--- src/rtl/ir_dm_pkg.sv ---
package ir_dm_pkg;

  typedef enum logic [1:0] {
    Q_IDLE = 2'd0,
    Q_ONE  = 2'd1,
    Q_LOCK = 2'd2
  } qual_state_e;

  function automatic int unsigned win_low(input int unsigned period,
                                          input int unsigned tol_base,
                                          input logic widen);
    return period - tol_base - (widen ? 1 : 0);
  endfunction

  function automatic int unsigned win_high(input int unsigned period,
                                           input int unsigned tol_base,
                                           input logic widen);
    return period + tol_base + (widen ? 1 : 0);
  endfunction

endpackage

--- src/rtl/ir_dm_edge.sv ---
module ir_dm_edge #(
  parameter bit USE_RISE = 1'b1
) (
  input  logic clk,
  input  logic rst,
  input  logic tick,
  input  logic din,
  output logic edge_hit
);

  logic prev;

  always_ff @(posedge clk) begin
    if (rst)       prev <= 1'b0;
    else if (tick) prev <= din;
  end

  generate
    if (USE_RISE) begin : g_rise
      assign edge_hit = tick & din & ~prev;
    end else begin : g_fall
      assign edge_hit = tick & ~din & prev;
    end
  endgenerate

endmodule

--- src/rtl/ir_dm_interval.sv ---
module ir_dm_interval #(
  parameter int unsigned PERIOD   = 16,
  parameter int unsigned TOL_BASE = 3,
  parameter int unsigned CW       = 5
) (
  input  logic       clk,
  input  logic       rst,
  input  logic       tick,
  input  logic       edge_hit,
  input  logic [1:0] win_sel,
  output logic       valid_edge,
  output logic       bad_edge
);
  import ir_dm_pkg::*;

  localparam int unsigned GAP_MAX = PERIOD + TOL_BASE + 2;

  logic [CW-1:0] gap;
  logic [CW-1:0] lo_lim;
  logic [CW-1:0] hi_lim;
  logic          in_win;

  assign lo_lim = CW'(win_low(PERIOD, TOL_BASE, win_sel[0]));
  assign hi_lim = CW'(win_high(PERIOD, TOL_BASE, win_sel[1]));
  assign in_win = (gap >= lo_lim) && (gap <= hi_lim);

  assign valid_edge = edge_hit & in_win;
  assign bad_edge   = edge_hit & ~in_win;

  always_ff @(posedge clk) begin
    if (rst) begin
      gap <= CW'(GAP_MAX);
    end else if (tick) begin
      if (edge_hit)                 gap <= CW'(1);
      else if (gap != CW'(GAP_MAX)) gap <= gap + CW'(1);
    end
  end

endmodule

--- src/rtl/ir_dm_qual.sv ---
module ir_dm_qual #(
  parameter int unsigned PERIOD   = 16,
  parameter int unsigned TOL_BASE = 3,
  parameter int unsigned CW       = 5
) (
  input  logic          clk,
  input  logic          rst,
  input  logic          tick,
  input  logic          valid_edge,
  input  logic          bad_edge,
  input  logic [1:0]    win_sel,
  output logic          mark,
  output logic [CW-1:0] since_valid
);
  import ir_dm_pkg::*;

  localparam int unsigned SV_MAX = PERIOD + TOL_BASE + 2;

  qual_state_e   state;
  logic [CW-1:0] expire_at;
  logic          expired;

  assign expire_at = CW'(win_high(PERIOD, TOL_BASE, win_sel[1]) + 1);
  assign expired   = tick & ~valid_edge & (since_valid >= expire_at);

  always_ff @(posedge clk) begin
    if (rst) begin
      since_valid <= CW'(SV_MAX);
    end else if (tick) begin
      if (valid_edge)                       since_valid <= CW'(1);
      else if (since_valid != CW'(SV_MAX))  since_valid <= since_valid + CW'(1);
    end
  end

  always_ff @(posedge clk) begin
    if (rst) begin
      state <= Q_IDLE;
      mark  <= 1'b0;
    end else if (tick) begin
      if (valid_edge) begin
        if (state == Q_IDLE) begin
          state <= Q_ONE;
        end else begin
          state <= Q_LOCK;
          mark  <= 1'b1;
        end
      end else begin
        if (bad_edge || expired) state <= Q_IDLE;
        if (expired)             mark  <= 1'b0;
      end
    end
  end

endmodule

--- src/rtl/ir_carrier_demod.sv ---
module ir_carrier_demod #(
  parameter int unsigned PERIOD   = 16,
  parameter int unsigned TOL_BASE = 3,
  parameter bit          USE_RISE = 1'b1
) (
  input  logic       clk,
  input  logic       rst,
  input  logic       tick,
  input  logic       din,
  input  logic       demod_en,
  input  logic [1:0] win_sel,
  output logic       level_out
);

  localparam int unsigned CW = $clog2(PERIOD + TOL_BASE + 3);

  logic          edge_hit;
  logic          valid_edge;
  logic          bad_edge;
  logic          mark;
  logic [CW-1:0] since_valid;

  ir_dm_edge #(.USE_RISE(USE_RISE)) u_edge (
    .clk      (clk),
    .rst      (rst),
    .tick     (tick),
    .din      (din),
    .edge_hit (edge_hit)
  );

  ir_dm_interval #(.PERIOD(PERIOD), .TOL_BASE(TOL_BASE), .CW(CW)) u_interval (
    .clk        (clk),
    .rst        (rst),
    .tick       (tick),
    .edge_hit   (edge_hit),
    .win_sel    (win_sel),
    .valid_edge (valid_edge),
    .bad_edge   (bad_edge)
  );

  ir_dm_qual #(.PERIOD(PERIOD), .TOL_BASE(TOL_BASE), .CW(CW)) u_qual (
    .clk         (clk),
    .rst         (rst),
    .tick        (tick),
    .valid_edge  (valid_edge),
    .bad_edge    (bad_edge),
    .win_sel     (win_sel),
    .mark        (mark),
    .since_valid (since_valid)
  );

  always_ff @(posedge clk) begin
    if (rst) level_out <= 1'b0;
    else     level_out <= demod_en ? mark : din;
  end

endmodule

--- config.mk ---
export PLATFORM = sky130hd
export DESIGN_NAME = ir_carrier_demod
export DESIGN_NICKNAME = d
export VERILOG_FILES = /design/src/rtl/ir_dm_pkg.sv /design/src/rtl/ir_dm_edge.sv /design/src/rtl/ir_dm_interval.sv /design/src/rtl/ir_dm_qual.sv /design/src/rtl/ir_carrier_demod.sv
export SDC_FILE = /design/constraint.sdc
export NUM_CORES = 1
export LEC_CHECK = 0
export CAP_MARGIN = 10
export CORE_AREA = 2 2 50 52
export DETAILED_ROUTE_END_ITERATION = 10
export DIE_AREA = 0 0 52 54
export PLACE_DENSITY = 0.61
export SETUP_SLACK_MARGIN = 0.05
export SYNTH_ARGS = -nofsm -noshare
export SYNTH_HDL_FRONTEND = slang
export SYNTH_HIERARCHICAL = 1
export SYNTH_SLANG_ARGS = --single-unit
export TNS_END_PERCENT = 100
--- constraint.sdc ---
create_clock -name clk -period 2.45 [get_ports clk]
set_input_delay 0.3675 -clock clk [delete_from_list [all_inputs] [get_ports clk]]
set_output_delay 0.3675 -clock clk [all_outputs]
set_load 0.05 [all_outputs]
Word-level counts from Yosys, hierarchy flattened. Index checks and enable logic that the tools add are counted.

Div/mod/pow operators: 0. Shift operators: 0. Bitwise gates (word level): 9. Equal/unequal tests: 3. Order comparisons: 3. Add/subtract/negate cells: 5. Multiply operators: 0. Reductions and logical operators: 11. Mux-type cells: 13.

Operator list (count): $mux 5 (4); $add 5x1->5 const B (3); $ge 5x5->1 (2); $ne 5x5->1 const B (2); $reduce_bool 2->1 (4); $and 1x1->1 (6); $mux 1 (6); $mux 2 (3); $reduce_and 2->1 (3); $add 5x1->5 const A (1); $le 5x5->1 (1); $sub 4x5->5 const A (1); $not 1->1 (3); $reduce_and 3->1 (1); $logic_not 2->1 (1); $ne 2x2->1 const B (1); $logic_and 1x1->1 (1); $logic_or 1x1->1 (1).

Bits of input ports: 7. Memory bits (read-only): 0. Output and inout port bits: 1. Memories: 0. Memory bits (writable): 0. Flip-flop bits (word level): 15. Bits in latches: 0.

Longest topological paths before layout. Gate-level depths: netlist (run 1).

Depth in word-level cells: 11. Gate-level depth with buffers: 10.

Cells and area by module. Netlist (run 1), hierarchy kept.

Modules (own cells, without submodules): ir_dm_qual (area each 493.0 µm², times used 1, cells each 57, sequential area each 160.2 µm²); ir_dm_interval (area each 404.1 µm², times used 1, cells each 49, sequential area each 100.1 µm²); ir_dm_edge (area each 42.5 µm², times used 1, cells each 5, sequential area each 20.0 µm²); ir_carrier_demod (area each 33.8 µm², times used 1, cells each 3, sequential area each 20.0 µm²).

Least setup slack after synthesis (run 1). Ideal clock, no wire load.

Path type: reg2reg. Start: reg u_interval.gap[0]. End: reg u_qual.since_valid[3]. Cell stages (with the launch flop): 10. Data arrival time: 1955 ps. Required time: 2371 ps. Buffers on the path: 1. Path slack: 416 ps. Setup time: 79 ps. Path through: dfxtp_1 > inv_1 > ha_1 > nor3b_1 > o22ai_1 > a21oi_1 > nor2b_1 > clkbuf_1 > or4b_1 > o211ai_1.

Cells in the longest elaborated chain, start to end: 5.

RTL lines: from (decl) (line ir_dm_interval.sv:18) `logic [CW-1:0] gap;`; from (signal assigned) (line ir_dm_interval.sv:32) `gap <= CW'(GAP_MAX);`; from (signal assigned) (line ir_dm_interval.sv:35) `else if (gap != CW'(GAP_MAX)) gap <= gap + CW'(1);`; $ge 5x5->1 / $le 5x5->1 (equally long branches) (line ir_dm_interval.sv:25) `assign in_win = (gap >= lo_lim) && (gap <= hi_lim);`; $logic_and 1x1->1 (*) (line ir_dm_interval.sv:25); $and 1x1->1 (*) (line ir_dm_interval.sv:27) `assign valid_edge = edge_hit & in_win;`; via valid_edge (line ir_carrier_demod.sv:18) `logic valid_edge;`; $reduce_bool 2->1 (no source line); $reduce_and 2->1 (no source line); to (signal assigned) (line ir_dm_qual.sv:28) `since_valid <= CW'(SV_MAX);`; to (signal assigned) (line ir_dm_qual.sv:31) `else if (since_valid != CW'(SV_MAX)) since_valid <= since_valid + CW'(1);`; to (decl) (line ir_dm_qual.sv:13) `output logic [CW-1:0] since_valid`.

Mark *: on every way through the listed nets, which the timed path passes. The rest lies on a longest branch. A chain may end at the register's enable or synchronous reset.

Worst setup path after layout (run 1).
Start: in win_sel[1]. End: reg u_qual.state[0].

Cells in the longest elaborated chain, start to end: 11.

RTL lines: from (decl) (line ir_carrier_demod.sv:11) `input logic [1:0] win_sel,`; $mux 1 (*) (line ir_dm_pkg.sv:18) `return period + tol_base + (widen ? 1 : 0);`; $add 5x1->5 (*) (line ir_dm_pkg.sv:18); $le 5x5->1 (*) (line ir_dm_interval.sv:25); $logic_and 1x1->1 (*) (line ir_dm_interval.sv:25); $and 1x1->1 (*) (line ir_dm_interval.sv:27); via valid_edge (line ir_carrier_demod.sv:18); $not 1->1 (line ir_dm_qual.sv:24) `assign expired = tick & ~valid_edge & (since_valid >= expire_at);`; $and 1x1->1 (2 in a row) (line ir_dm_qual.sv:24); $logic_or 1x1->1 (line ir_dm_qual.sv:48) `if (bad_edge || expired) state <= Q_IDLE;`; $reduce_bool 2->1 (no source line); $reduce_and 2->1 (no source line); to (signal assigned) (line ir_dm_qual.sv:37) `state <= Q_IDLE;`; to (signal assigned) (line ir_dm_qual.sv:44) `state <= Q_LOCK;`; to (signal assigned) (line ir_dm_qual.sv:48); to (decl) (line ir_dm_qual.sv:19) `qual_state_e state;`.

Marks and branches as above.

==> run metrics, run 1 <==
Syn Inst Count ~110; pin count of the biggest net entering global routing 22; worst hold slack about 500 ps; Placeable Area between 0.002 and 0.0025 mm^2; Synth-to-Final Area Change 18.0%; buffers inserted during post-CTS setup optimization 0; cell type with the highest occurrence count on the critical path o22ai_1; worst reg-to-reg setup slack about 260 ps; delay of the slowest cell on the worst path about 520 ps; number of nets still failing antenna checks after routing 0; series of cell instances along the critical path clkdlybuf4s50_1 > inv_1 > ha_1 > nand3_1 > o22ai_1 > a21oi_1 > nor2b_1 > buf_4 > or4b_1 > o22ai_1; Resized Gates After CTS 0; share of synthesized flip-flops with an asynchronous set or reset 0%; clock edge transition at the registers on the reported setup and hold paths roughly 100 ps; boundary pin count 8; Relative slew margins ~66%; proportion of layout cells with a drive suffix above 1 between 10% and 20%; total via count after detailed routing just under 900; routed length per instance 12.7 um; buffer and inverter count on the worst path 3; Worst Max-Slew Pin Slew roughly 500 ps; clk buf depth 2; largest fanout on the critical path 6; highest ir drop seen on vdd roughly 0.40 mV; final WL between 2 and 2.5 mm; Clock Skews 2.44 ps; post-layout instance count excluding filler cells 159; worst hold path endpoint u_edge/prev$_SDFFE_PP0P_; final period utilization 90.7%; worst flop-to-flop path startpoint u_interval/gap[0]$_SDFFE_PP1P_; count of buffers from port buffering 7; Cells after DPL roughly 160; number of pins exceeding their max-slew limit in the final report 0; total number of yosys warnings 6; highest-count cells in the layout ignoring fill and taps 15 x dfxtp_1, 10 x inv_1, 9 x ha_1; outcome finished, final reports clean; register area share after synthesis 30.8%; antenna violations before repair 0; TritonCTS sink count 15; number of optimization iterations in the first detailed-route pass 4; final hold vios 0; data required time at the worst endpoint about 2700 ps; family with the most delay on the worst path buffers and inverters; CTS tree yes; register bit count reported by yosys 15; # Max-Cap Violations 0; slowest CP cell clkdlybuf4s50_1; DRC violation count after routing 0; final layout net count between 100 and 150; first-pass GRT wire length 3.38 mm; Die X approximately 52 um; synthesized area per cell approximately 8.5 um^2; post-detailed-route via-to-cell ratio roughly 5.6; Main synth FF type dfxtp_1; count of unique library cells instantiated by Yosys 38; Leakage about 0.00047 uW; GRT Util Overall between 15 and 20%; RD Place Congestion 0.768; type of the most critical hold path flop to flop; worst r2r path cells 9; Final Setup Violations 0; maximum level of the CTS H-tree 1; number of buffers added by the clock tree synthesis step 3; count of hold-fix buffers inserted at cts 0; startpoint of the lowest-slack hold path u_edge/prev$_SDFFE_PP0P_; Worst setup EP type flop; total grt overflow 0; Post-Syn Area 973 um^2; post-layout worst setup margin around 230 ps; cell chosen for the clock root clkbuf_4; Tmin final between 2000 and 2500 ps; full die area 0.00281 mm^2; power density over the cells around 640 mW/mm^2; number of global-route vias before repair approximately 810; count of inserted antenna diode cells 0; worst slack at placement -73.5 ps; Min-Delay Path Depth 2; height of the die 54 um; class of the most critical setup path input port to flop; destination of the worst register-to-register timing path u_qual/state[0]$_SDFFE_PP0P_; placed wire-length estimate after detailed placement ~1.5 mm; initial core utilization 42.0%; most common cell after layout, fill and taps aside dfxtp_1; setup repair after global routing missed its margin no; standard-cell row count 18; EDFF count, synth 0; total power 730 uW; CP arrival roughly 2400 ps; source-to-sink clock delay at the later pin of the worst-skew pair 280 ps; CP startpoint kind input port; Achievable Freq 450 MHz; Detailed Route Iter0 Violations 11; synthesized net count 130
[area by class of cell]
class	count	area, um^2
sequential	15	300
timing repair buffer	14	123
multi-input combinational	86	623
fill	235	1170
tap	30	37.5
clock buffer	3	22.5
inverter	10	37.5
clock inverter	1	5.00
[logic make-up after synthesis]
| logic type | Yosys count | synth area share [%] |
|---|---|---|
| AOI/OAI and AO/OA | 31 | 22.0 |
| adders and majority gates | 9 | 11.6 |
| buffers and inverters | 13 | 5.14 |
| DFF | 15 | 30.8 |
| muxes | 2 | 2.06 |
| and+or+nand+nor | 44 | 28.4 |
[flip-flops by register name, summed over array words and instances, names as in the netlist]
register,cells
u_interval/gap,5
u_qual/since_valid,5
level_out,1
u_qual/mark,1
u_edge/prev,1
u_qual/state,2
[metal layers]
metal | track usage [%] | wire, um
met1 | 18.7 | 930
met2 | 29.7 | 1030
met3 | 3.33 | 40
met4 | 6.58 | 15
met5 | 0 | 0
[cell usage after synthesis, types with 2 or more instances]
cell      count  area, um^2
nand3_1       3        15.0
inv_1        10        37.5
o21ai_0       6        30.0
a21oi_1       7        35.0
o41ai_1       2        17.5
a211o_1       2        17.5
nand2_1       3        11.3
nor4_1        3        18.8
or3_1         3        18.8
a21o_1        2        15.0
o22ai_1       2        12.5
a31oi_1       3        18.8
nor2_1        8        30.0
nand4_1       3        18.8
or4b_1        2        20.0
mux2i_1       2        20.0
ha_1          9         113
dfxtp_1      15         300
nor3_1        3        15.0
a21oi_2       2        17.5
clkbuf_1      2        7.51
nand2b_1      2        12.5
nor2b_1       5        31.3
[how the worst max path moves through the flow]
stage / cells past startpoint / startpoint / endpoint
3_3_place_gp: 10 / win_sel[0] / u_qual/state[0]$_SDFFE_PP0P_
3_5_place_dp: 10 / win_sel[1] / u_qual/state[0]$_SDFFE_PP0P_
4_1_cts: 10 / win_sel[1] / u_qual/state[0]$_SDFFE_PP0P_
6_report: 10 / win_sel[1] / u_qual/state[0]$_SDFFE_PP0P_
5_1_grt: 9 / u_interval/gap[0]$_SDFFE_PP1P_ / u_qual/state[0]$_SDFFE_PP0P_
2_1_floorplan: 9 / u_interval/gap[0]$_SDFFE_PP1P_ / u_qual/since_valid[3]$_SDFFE_PP0P_
[metrics by stage]
| stage | utilization, % | TNS (ps) | area, um^2 |
|---|---|---|---|
| final | 49.5 | 0 | 1150 |
| after global placement | 48.3 | -17.0 | 1120 |
| after floorplan | - | 0 | 973 |
| after CTS | 49.5 | 0 | 1150 |
| after global routing | 49.5 | 0 | 1150 |
| after detailed placement | 48.3 | -215 | 1120 |
[worst min-delay path, stage by stage, from the launching register on]
cell and delay (ps):
dfxtp_1 320, nand2b_1 90, a21oi_2 60
[where the power goes]
group | total, uW | switching (uW) | internal, uW
clock network | 147 | 86.2 | 60.6
registers | 319 | 43.8 | 276
logic | 264 | 145 | 119
Note: power is estimated with default switching activity, not from simulation.
==> run 2: changes to the inputs <==
- PLACE_DENSITY: 0.61 -> not set
- PLACE_DENSITY_LB_ADDON: not set -> 0.15
==> run metrics, run 2 (synthesis results as in run 1) <==
outcome finished, final reports clean; Worst Max-Slew Pin Slew approximately 530 ps; standard-cell row count 18; final WL ~2 mm; GRT Util Overall between 15 and 20%; sum of negative setup slack 0 ps; final layout net count approximately 150; post-detailed-route via-to-cell ratio ~5.5; RD Place Congestion 0.760; cell type with the highest occurrence count on the critical path o22ai_1; Resized Gates After CTS 0; maximum level of the CTS H-tree 1; delay of the slowest cell on the worst path slightly above 500 ps; global routing met3 resource utilization 2.50%; count of hold-fix buffers inserted at cts 0; Leakage slightly below 0.0005 uW; height of the die 54 um; post-layout instance count excluding filler cells roughly 160; pin count of the biggest net entering global routing 22; routing layer with the top usage in global route met2; met2 layer usage reported by global route a little under a third; # Max-Cap Violations 0; data required time at the worst endpoint between 2000 and 3000 ps; count of buffers from port buffering 7; Tmin final approximately 2200 ps; CP arrival ~2400 ps; largest fanout on the critical path 5; boundary pin count 8; full die area about 0.0028 mm^2; worst slack at placement -59.9 ps; class of the most critical setup path input port to flop; family with the most delay on the worst path buffers and inverters; Fillers 233; Die X between 50 and 60 um; clock edge transition at the registers on the reported setup and hold paths ~110 ps; buffer and inverter count on the worst path 3; GR Layer Usage met1 a little under a fifth; routed length per instance ~13 um; slowest CP cell or4b_1; number of global-route vias before repair slightly above 800; Synth-to-Final Area Change 19.5%; first-pass GRT wire length about 3.5 mm; number of nets still failing antenna checks after routing 0; setup repair after global routing missed its margin no; source-to-sink clock delay at the later pin of the worst-skew pair about 290 ps; total via count after detailed routing 889; TritonCTS sink count 15; series of cell instances along the critical path clkdlybuf4s50_1 > inv_1 > ha_1 > nand3_1 > o22ai_1 > a21oi_1 > nor2b_1 > buf_4 > or4b_1 > o22ai_1; Cells after DPL roughly 160; CP startpoint kind input port; highest ir drop seen on vdd between 0.2 and 0.3 mV; clk buf depth 2; Top Registers u_interval/gap x5, u_qual/since_valid x5, u_qual/state x2; number of buffers added by the clock tree synthesis step 3; count of inserted antenna diode cells 0; proportion of layout cells with a drive suffix above 1 roughly 16%; Worst setup EP type flop; Final Setup Violations 0; power density over the cells about 630 mW/mm^2; DRC violation count after routing 0; final hold vios 0; Detailed Route Iter0 Violations 19; end-of-flow core utilization about half; most common cell after layout, fill and taps aside dfxtp_1; CTS tree yes; area occupied by multi-input gates 623 um^2; highest-count cells in the layout ignoring fill and taps 15 x dfxtp_1, 10 x inv_1, 9 x buf_4, 9 x ha_1, 8 x nor2_1; final period utilization between 90% and 100%; number of pins exceeding their max-slew limit in the final report 0; Placeable Area 0.00232 mm^2; placed wire-length estimate after detailed placement between 1.5 and 2 mm; post-layout worst setup margin between 200 and 250 ps; cell chosen for the clock root clkbuf_4; number of optimization iterations in the first detailed-route pass 4; total grt overflow 0; antenna violations before repair 0; sequential cell area in the final layout 300 um^2; worst hold slack 488 ps; type of the most critical hold path flop to flop; Relative slew margins 64.3%; buffers inserted during post-CTS setup optimization 0; initial core utilization a little over two fifths; Clock Skews approximately 10 ps; Achievable Freq 451 MHz
run 2: cell types whose count changed in the layout (fill, tap and decap cells not counted), sizes merged:
cell  change
buf       +2
run 2: power breakdown:
| group | switching [uW] | total [uW] | internal, uW |
|---|---|---|---|
| clock | 89.8 | 150 | 60.6 |
| sequential | 42.6 | 318 | 276 |
| combinational | 145 | 267 | 122 |
run 2: worst min-delay path, delay by kind of cell, from the launching register on:
family	cells	cell delay, ps
flip-flops	1	340
AO/OA/AOI/OAI	1	60
buffers and inverters	1	50
run 2: path summary, 6_finish.rpt:
kind	startpoint	endpoint	slack, ps	cells past startpoint
min	u_qual/state[1]$_SDFFE_PP0P_	u_qual/state[1]$_SDFFE_PP0P_	490	2
max	win_sel[1]	u_qual/state[0]$_SDFFE_PP0P_	230	10
max reg2reg	u_interval/gap[0]$_SDFFE_PP1P_	u_qual/state[0]$_SDFFE_PP0P_	270	9
min reg2reg	u_qual/state[1]$_SDFFE_PP0P_	u_qual/state[1]$_SDFFE_PP0P_	490	2
run 2: area by class of cell:
| type | count | area share, % |
|---|---|---|
| repair buffers | 16 | 11.8 |
| clock buffers | 3 | 1.94 |
| well taps | 30 | 3.23 |
| clock inverters | 1 | 0.430 |
| multi-input cells | 86 | 53.5 |
| flip-flops and latches | 15 | 25.8 |
| inverters | 10 | 3.23 |
run 2: per-stage QoR:
step                      power (uW)  instance area, um^2
final                            736                 1160
after global routing             793                 1160
after CTS                        746                 1160
after detailed placement         593                 1140
after global placement           582                 1140
after floorplan                  506                  973
run 2: routing by layer:
metal / up-vias / part of all wire [%]
li1: 463 / -
met1: 417 / 47
met2: 7 / 50
met3: 2 / 1.6
met4: 0 / 0.98
met5: - / 0
==> run 3: changes to the inputs <==
- ABC_CLOCK_PERIOD_IN_PS: not set -> 2450
- REMOVE_ABC_BUFFERS: not set -> 1
==> run metrics, run 3 (synthesis results as in run 1) <==
outcome finished, final reports clean; final hold vios 0; antenna violations before repair 0; count of inserted antenna diode cells 0; total via count after detailed routing 897; final WL around 2.2 mm; count of buffers from port buffering 7; buffers inserted during post-CTS setup optimization 0; met2 layer usage reported by global route between 30% and 40%; Clock Skews ~4.0 ps; clk buf depth 2; worst r2r path cells 9; worst hold slack between 400 and 500 ps; Synth-to-Final Area Change 19.3%; pin count of the biggest net entering global routing 22; first-pass GRT wire length approximately 3.7 mm; sum of negative setup slack 0 ps; type of the most critical hold path flop to flop; number of nets still failing antenna checks after routing 0; CP startpoint kind input port; # Max-Cap Violations 0; cell chosen for the clock root clkbuf_4; Worst setup EP type flop; class of the most critical setup path input port to flop; Top Registers u_interval/gap x5, u_qual/since_valid x5, u_qual/state x2; routed length per instance 13.6 um; Achievable Freq between 400 and 500 MHz; Detailed Route Iter0 Violations 8; source-to-sink clock delay at the later pin of the worst-skew pair 280 ps; data required time at the worst endpoint approximately 2700 ps; post-layout instance count excluding filler cells 160; boundary pin count 8; Cells after DPL 156; number of buffers added by the clock tree synthesis step 3; DRC violation count after routing 0; highest ir drop seen on vdd between 0.3 and 0.4 mV; maximum level of the CTS H-tree 1; TritonCTS sink count 15; global routing met3 resource utilization ~2.5%; Worst Max-Slew Pin Slew around 550 ps; Placeable Area approximately 0.0023 mm^2; RD Place Congestion 0.760; final period utilization around 90%; CTS tree yes; Fillers between 200 and 250; CP arrival around 2500 ps; Min-Delay Path Depth 2; initial core utilization a little over two fifths; Tmin final between 2000 and 2500 ps; end-of-flow core utilization about half; largest fanout on the critical path 8; full die area around 0.0028 mm^2; total grt overflow 0; number of global-route vias before repair 831; clock edge transition at the registers on the reported setup and hold paths 100 ps; setup repair after global routing missed its margin no; proportion of layout cells with a drive suffix above 1 16.9%; post-detailed-route via-to-cell ratio roughly 5.6; most common cell after layout, fill and taps aside dfxtp_1; routing layer with the top usage in global route met2; number of optimization iterations in the first detailed-route pass 4; final layout net count between 100 and 150; GRT Util Overall 17.7%; standard-cell row count 18; worst slack at placement -109 ps; highest-count cells in the layout ignoring fill and taps 14 x dfxtp_1, 10 x inv_1, 9 x ha_1; Final Setup Violations 0; placed wire-length estimate after detailed placement ~1.6 mm; Die X roughly 52 um; height of the die 54 um; power density over the cells 634 mW/mm^2; GR Layer Usage met1 about a fifth; Leakage between 0.0004 and 0.0005 uW; Relative slew margins a little over three fifths; post-layout worst setup margin between 200 and 250 ps; number of pins exceeding their max-slew limit in the final report 0
[run 3: cell types whose count changed in the layout (fill, tap and decap cells not counted), sizes merged]
cell	previous run	this run
buf	9	8
[run 3: worst paths after layout]
kind	slack [ps]	from	to
setup / recovery	210	win_sel[1]	u_qual/state[0]$_SDFFE_PP0P_
hold reg to reg	500	u_edge/prev$_SDFFE_PP0P_	u_edge/prev$_SDFFE_PP0P_
setup reg to reg	320	u_interval/gap[0]$_SDFFE_PP1P_	u_qual/state[0]$_SDFFE_PP0P_
hold / removal	500	u_edge/prev$_SDFFE_PP0P_	u_edge/prev$_SDFFE_PP0P_
[run 3: layout make-up]
cell class / count / area [um^2] / share of cell area (%)
inverters: 10 / 37.5 / 3.23
flip-flops and latches: 15 / 302 / 26.0
multi-input cells: 86 / 627 / 54.0
clock buffers: 3 / 22.5 / 1.94
repair buffers: 15 / 130 / 11.2
clock inverters: 1 / 5.00 / 0.431
well taps: 30 / 37.5 / 3.23
[run 3: routing by layer]
layer  vias up  share of wire (%)  wire length, um
met5         -                  0                0
met4         0               0.55               12
met3         2                1.5               33
met2         5                 51             1100
met1       431                 47             1030
li1        459                  -                -
[run 3: timing repair]
item                                    CTS  global route
hold endpoints to repair                  0             0
hold buffers                              0             0
resized for setup                         0             2
endpoints found under the setup margin    0             1
[run 3: where the power goes]
group / switching [uW] / internal [uW] / total (uW)
registers: 43.1 / 276 / 319
clock network: 85.8 / 60.6 / 146
logic: 149 / 122 / 271
total: 278 / 458 / 736
[run 3: through the flow]
step           instance area, um^2  power (uW)
5_1_grt                       1160         800
2_1_floorplan                  961         501
3_3_place_gp                  1130         579
6_report                      1160         736
3_5_place_dp                  1130         592
4_1_cts                       1160         739
[run 3: critical path, stage by stage]
cell	delay, ps
clkdlybuf4s50_1	510
inv_1	80
ha_1	310
nand3_1	100
o22ai_1	90
a21oi_2	120
nor2b_1	50
buf_4	150
or4b_1	510
o22ai_1	150
